<file path="config.mk">
export PLATFORM = sky130hd
export DESIGN_NAME = fixed_prio_bus_arbiter
export DESIGN_NICKNAME = d
export VERILOG_FILES = /design/src/rtl/arb_pkg.sv /design/src/rtl/arb_prio_encoder.sv /design/src/rtl/arb_onehot_decoder.sv /design/src/rtl/arb_owner_ctrl.sv /design/src/rtl/fixed_prio_bus_arbiter.sv
export SDC_FILE = /design/constraint.sdc
export NUM_CORES = 1
export LEC_CHECK = 0
export BUFFER_PORTS_ARGS = -buffer_cell sky130_fd_sc_hd__buf_2
export CORE_AREA = 2 2 39 41
export CTS_CLUSTER_DIAMETER = 50
export DETAILED_ROUTE_END_ITERATION = 16
export DIE_AREA = 0 0 41 43
export PLACE_DENSITY = 0.47
export SYNTH_ARGS = -nofsm -noshare
export SYNTH_HDL_FRONTEND = slang
export SYNTH_SLANG_ARGS = --single-unit
</file>
<file path="constraint.sdc">
create_clock -name clk -period 1.3 [get_ports clk]
set_clock_uncertainty 0.1 [all_clocks]
set_input_delay 0.195 -clock clk [delete_from_list [all_inputs] [get_ports clk]]
set_output_delay 0.195 -clock clk [all_outputs]
set_load 0.01 [all_outputs]
</file>
<file path="src/rtl/arb_pkg.sv">
// Package: shared types for the fixed-priority bus arbiter.
// Assumes: nothing beyond IEEE 1800-2017 enum support.
package arb_pkg;
    // Ownership state of the shared bus.
    typedef enum logic {
        BUS_FREE  = 1'b0,
        BUS_OWNED = 1'b1
    } bus_state_e;
endpackage

</file>
<file path="src/rtl/arb_prio_encoder.sv">
// Module: arb_prio_encoder
// Turns a request vector into the index of the lowest set bit plus a valid flag.
// Assumes: N >= 2; bit 0 has the highest priority. Purely combinational.
module arb_prio_encoder #(
    parameter int N     = 4,
    parameter int IDX_W = $clog2(N)
) (
    input  logic [N-1:0]     req_i,
    output logic [IDX_W-1:0] idx_o,
    output logic             valid_o
);
    logic [N:0]   masked;   // masked[i]: some request below index i is set
    logic [N-1:0] sel;      // one-hot winner

    assign masked[0] = 1'b0;

    genvar gi;
    generate
        for (gi = 0; gi < N; gi++) begin : g_chain
            // Winner chain: bit wins when set and nothing lower is set.
            assign sel[gi]        = req_i[gi] & ~masked[gi];
            assign masked[gi + 1] = masked[gi] | req_i[gi];
        end
    endgenerate

    // Binary-encode the winner position.
    always_comb begin
        idx_o = '0;
        for (int i = 0; i < N; i++) begin
            if (sel[i]) idx_o = idx_o | IDX_W'(i);
        end
    end

    assign valid_o = masked[N];
endmodule

</file>
<file path="src/rtl/arb_onehot_decoder.sv">
// Module: arb_onehot_decoder
// Expands a binary index into a one-hot vector, gated by a valid flag.
// Assumes: index below N when valid. Purely combinational.
module arb_onehot_decoder #(
    parameter int N     = 4,
    parameter int IDX_W = $clog2(N)
) (
    input  logic [IDX_W-1:0] idx_i,
    input  logic             valid_i,
    output logic [N-1:0]     onehot_o
);
    genvar gi;
    generate
        for (gi = 0; gi < N; gi++) begin : g_dec
            // Output line gi matches its own index only when valid.
            assign onehot_o[gi] = valid_i && (idx_i == IDX_W'(gi));
        end
    endgenerate
endmodule

</file>
<file path="src/rtl/arb_owner_ctrl.sv">
// Module: arb_owner_ctrl
// Holds the bus owner: accepts a candidate grant only while the bus is free,
// keeps it while the owner requests, and frees the bus on release.
// Assumes: cand_i is one-hot or zero; synchronous active-low reset.
module arb_owner_ctrl
    import arb_pkg::*;
#(
    parameter int N = 4
) (
    input  logic         clk,
    input  logic         rst_n,
    input  logic [N-1:0] req_i,
    input  logic [N-1:0] cand_i,
    output logic [N-1:0] ack_o,
    output logic         busy_o
);
    bus_state_e   state_q;
    logic [N-1:0] ack_q;
    logic         owner_holds;

    assign owner_holds = |(ack_q & req_i);

    // Ownership register: grant when free, hold while requested, release after.
    always_ff @(posedge clk) begin
        if (!rst_n) begin
            state_q <= BUS_FREE;
            ack_q   <= '0;
        end else if (state_q == BUS_OWNED) begin
            if (!owner_holds) begin
                state_q <= BUS_FREE;
                ack_q   <= '0;
            end
        end else if (|cand_i) begin
            state_q <= BUS_OWNED;
            ack_q   <= cand_i;
        end
    end

    assign ack_o  = ack_q;
    assign busy_o = (state_q == BUS_OWNED);

    // never more than one acknowledge
    a_r2_at_most_one: assert property (@(posedge clk) disable iff (!rst_n)
        $onehot0(ack_o));

    // while the owner still requests, the acknowledge is unchanged
    a_r6_hold_owner: assert property (@(posedge clk) disable iff (!rst_n)
        (busy_o && |(ack_o & req_i)) |=> $stable(ack_o));

    // owner release frees the bus at the next edge
    a_r7_release: assert property (@(posedge clk) disable iff (!rst_n)
        (busy_o && !(|(ack_o & req_i))) |=> (!busy_o && ack_o == '0));

    // busy tracks the presence of an acknowledge
    a_r8_busy_match: assert property (@(posedge clk) disable iff (!rst_n)
        busy_o == (|ack_o));
endmodule

</file>
<file path="src/rtl/fixed_prio_bus_arbiter.sv">
// Module: fixed_prio_bus_arbiter (top)
// Fixed-priority arbiter for a shared bus: priority encode, decode to one-hot,
// register as the acknowledge, gated by the shared busy line.
// Assumes: NUM_MASTERS >= 2; request bit 0 is the highest priority.
module fixed_prio_bus_arbiter #(
    parameter int NUM_MASTERS = 4
) (
    input  logic                   clk,
    input  logic                   rst_n,
    input  logic [NUM_MASTERS-1:0] req_i,
    output logic [NUM_MASTERS-1:0] ack_o,
    output logic                   busy_o
);
    localparam int IDX_W = $clog2(NUM_MASTERS);

    logic [IDX_W-1:0]       win_idx;
    logic                   win_valid;
    logic [NUM_MASTERS-1:0] cand;

    arb_prio_encoder #(.N(NUM_MASTERS), .IDX_W(IDX_W)) enc_i (
        .req_i   (req_i),
        .idx_o   (win_idx),
        .valid_o (win_valid)
    );

    arb_onehot_decoder #(.N(NUM_MASTERS), .IDX_W(IDX_W)) dec_i (
        .idx_i    (win_idx),
        .valid_i  (win_valid),
        .onehot_o (cand)
    );

    arb_owner_ctrl #(.N(NUM_MASTERS)) own_i (
        .clk    (clk),
        .rst_n  (rst_n),
        .req_i  (req_i),
        .cand_i (cand),
        .ack_o  (ack_o),
        .busy_o (busy_o)
    );

    // a free bus with the top-priority request grants master 0
    a_r3_top_wins: assert property (@(posedge clk) disable iff (!rst_n)
        (!busy_o && req_i[0]) |=> ack_o[0]);

    // a free bus with no requests stays idle
    a_r4_idle_stays: assert property (@(posedge clk) disable iff (!rst_n)
        (!busy_o && req_i == '0) |=> (ack_o == '0 && !busy_o));

    // while owned, an outsider's request does not take the bus
    a_r5_no_preempt: assert property (@(posedge clk) disable iff (!rst_n)
        (busy_o && !ack_o[0] && req_i[0]) |=> !ack_o[0]);
endmodule

</file>
==> impl_metrics.json <==
{
  "dominantRegCellSynth": "sky130_fd_sc_hd__dfxtp_1",
  "synth-edff-count": 0,
  "share_clk_of_total_power_pct": 43.3,
  "total_routing_resource_utilization_after_global_routing_pct": 8.33,
  "setup.reg_to_reg.worst_slack_ps": 130,
  "internal_dissipation_uw": 310,
  "core-area_sq_um": 1380,
  "power_leakage_nw": 0.149,
  "stage_delay_of_the_slowest_cell_on_the_critical_path_ps": 370,
  "total_power_uw": 419,
  "irDropWorstVdd_uv": 437,
  "rr_worst_depth": 3,
  "critical_path_required_ps": 1000,
  "drt_iter0_markers": 3,
  "drive_gt1_share_pct": 40.5,
  "power.switching_uw": 109,
  "wire_per_inst_um": 10.2,
  "syn_inst": 27,
  "ys_seq_elements": 5,
  "power.share.combinational_pct": 16.3,
  "vias_post_dr": 272,
  "floorplan.die.height_um": 43,
  "clock_insertion_delay_worst_skew_ps": 240,
  "antenna_cells": 0,
  "synth_area_per_cell_sq_um": 9.55,
  "outcome": "finished clean",
  "critPathTopFamily": "flip-flops",
  "worst_r2r_endpoint": "own_i.ack_o[1]$_SDFFE_PN0P_",
  "tritoncts": "done",
  "pin_count_of_the_biggest_net_entering_global_routing": 8,
  "areaGrowthSynthToFinish_pct": 41.3,
  "timing.final.ws_setup_ps": 97.8,
  "yosys_warnings": 0,
  "synth_area_sq_um": 258,
  "p_per_area_nw_per_um2": 1150,
  "timing.final.crit_share_pct": 92.5,
  "grt_first_pass_wirelength_um": 945,
  "drtAntennaViolNets": 0,
  "first_global_vias": 229,
  "p_sw_share_pct": 25.9,
  "worstPathCellList": "buf_4 -> buf_2",
  "die_area_sq_um": 1760,
  "nNetsFinal": 49,
  "mostFrequentLayoutCells": "10 x sky130_fd_sc_hd__buf_2, 5 x sky130_fd_sc_hd__dfxtp_1, 3 x sky130_fd_sc_hd__o211ai_1, 3 x sky130_fd_sc_hd__o21ai_0, 3 x sky130_fd_sc_hd__clkbuf_4",
  "finalHoldViolCount": 0,
  "dp_hpwl_um": 469,
  "worst_hold_path.num_cells": 3,
  "ctsResizeCount": 0,
  "initial_core_util_pct": 18.6,
  "pwr-share-seq_pct": 40.4,
  "post_drt_via_cell_ratio": 4.69,
  "count_of_final_max_slew_check_failures": 0,
  "maxSlewHeadroom_pct": 74.3,
  "start_kind": "flop",
  "detail_route.first_pass.iterations": 4,
  "holdCritStartpoint": "req_i[2]",
  "grt.overflow.total": 0,
  "detailedPlace.worstSlack_ps": 114,
  "last_weighted_congestion_value_of_the_routability_driven_placer": 0.672,
  "remaining_drc_errors": 0,
  "final_period_minus_worst_setup_slack_ps": 1200,
  "clkSinkCount": 5,
  "total_i_o_pin_count": 11,
  "async_flop_share_pct": 0,
  "max_clock_freq_mhz": 832,
  "hold-path-endpoint": "own_i.ack_o[2]$_SDFFE_PN0P_",
  "hold_path_class": "primary input to flop",
  "path_max_fanout": 6,
  "finalSetupViolCount": 0,
  "cts_buffer_depth": 2,
  "cts_buffers": 3,
  "timing.rr.start": "own_i.busy_o$_SDFF_PN0_",
  "setup_tns_ps": 0,
  "synthDistinctLibCells": 17,
  "ys_seq_area_share_pct": 38.8,
  "cts-root-buf": "sky130_fd_sc_hd__clkbuf_4",
  "critical_path_cell_count": 2,
  "cell_total_after_placement": 54,
  "buffer_count_from_post_cts_setup_fixing": 0,
  "layout.cells.most_common": "sky130_fd_sc_hd__buf_2",
  "port_buffers": 10,
  "finalWirelength_um": 589,
  "final_cell_count_no_fill": 58,
  "post_cts_clock_slew_at_the_launch_and_capture_registers_of_the_worst_setup_and_hold_paths_ps": 40,
  "synth_fp_nets": 33,
  "critical_path.n_buffers_inverters": 2,
  "ctsHtreeMaxLevel": 1,
  "finalHoldWorstSlack_ps": 125,
  "critical_path.endpoint_type": "output port",
  "number_of_antenna_violations_at_the_first_check_in_global_routing": 0,
  "tightest_slew_ps": 380,
  "cts_hold_repair.buffers": 0,
  "row_count": 14,
  "arrival_ps": 910,
  "path_class": "flop to output port",
  "worst_path_max_delay_cell": "sky130_fd_sc_hd__dfxtp_1",
  "grt_setup_unrepaired": "no",
  "die_width_um": 41,
  "max-cap-violations": 0
}
-- power by group through the flow --
stage | logic (mW) | registers (mW) | clock network, mW
2_1_floorplan | 0.0317 | 0.174 | 0
3_3_place_gp | 0.0688 | 0.172 | 0
3_5_place_dp | 0.0687 | 0.172 | 0
4_1_cts | 0.0691 | 0.169 | 0.190
5_1_grt | 0.0748 | 0.170 | 0.206
6_report | 0.0682 | 0.169 | 0.182
-- worst max path at each step --
stage	startpoint	endpoint	slack, ps
after floorplan	own_i.busy_o$_SDFF_PN0_	own_i.ack_o[0]$_SDFFE_PN0P_	30
after global placement	req_i[1]	own_i.ack_o[2]$_SDFFE_PN0P_	100
after detailed placement	req_i[1]	own_i.busy_o$_SDFF_PN0_	110
after CTS	own_i.busy_o$_SDFF_PN0_	busy_o	90
after global routing	own_i.busy_o$_SDFF_PN0_	own_i.ack_o[3]$_SDFFE_PN0P_	40
final	own_i.busy_o$_SDFF_PN0_	busy_o	100
-- per-layer routing --
layer / track usage [%] / vias up / wire length, um
met2: 8.13 / 16 / 207
met5: 0 / - / 0
met3: 4.71 / 2 / 62
met1: 12.5 / 118 / 301
met4: 6.00 / 0 / 17
li1: - / 136 / -
-- synth_stat cells, drive strengths merged, types with 2 or more instances --
master,instances,area [sq um]
nor2b,2,12.5
o21ai,3,15.0
nand2,2,7.51
o211ai,3,22.5
dfxtp,5,100
-- tightest hold or removal path: stages --
cell and delay, ps:
sky130_fd_sc_hd__buf_2 130, sky130_fd_sc_hd__nand2_1 50, sky130_fd_sc_hd__o21ai_0 50
-- area by class of cell --
class | instances | area, sq um
Sequential cell | 5 | 100
Fill cell | 159 | 1020
Timing Repair Buffer | 12 | 65.1
Clock buffer | 4 | 26.3
Multi-Input combinational cell | 21 | 153
Tap cell | 16 | 20.0
-- cells by family after synthesis --
logic type	count (synthesis)	share of synthesized area [%]
compound gates	10	28.2
buf+inv	1	1.94
flops	5	38.8
simple gates	11	31.1
-- metrics by stage --
| stage | util [%] | area (sq um) |
|---|---|---|
| detailed placement | 24.4 | 338 |
| global placement | 24.4 | 338 |
| global route | 26.3 | 364 |
| floorplan | - | 258 |
| CTS | 26.3 | 364 |
| finish | 26.3 | 364 |
-- sequential cells by signal (all words and copies together), names as in the netlist --
signal        cells
own_i.busy_o      1
own_i.ack_o       4
No activity file was read; power rests on OpenSTA's default activity.
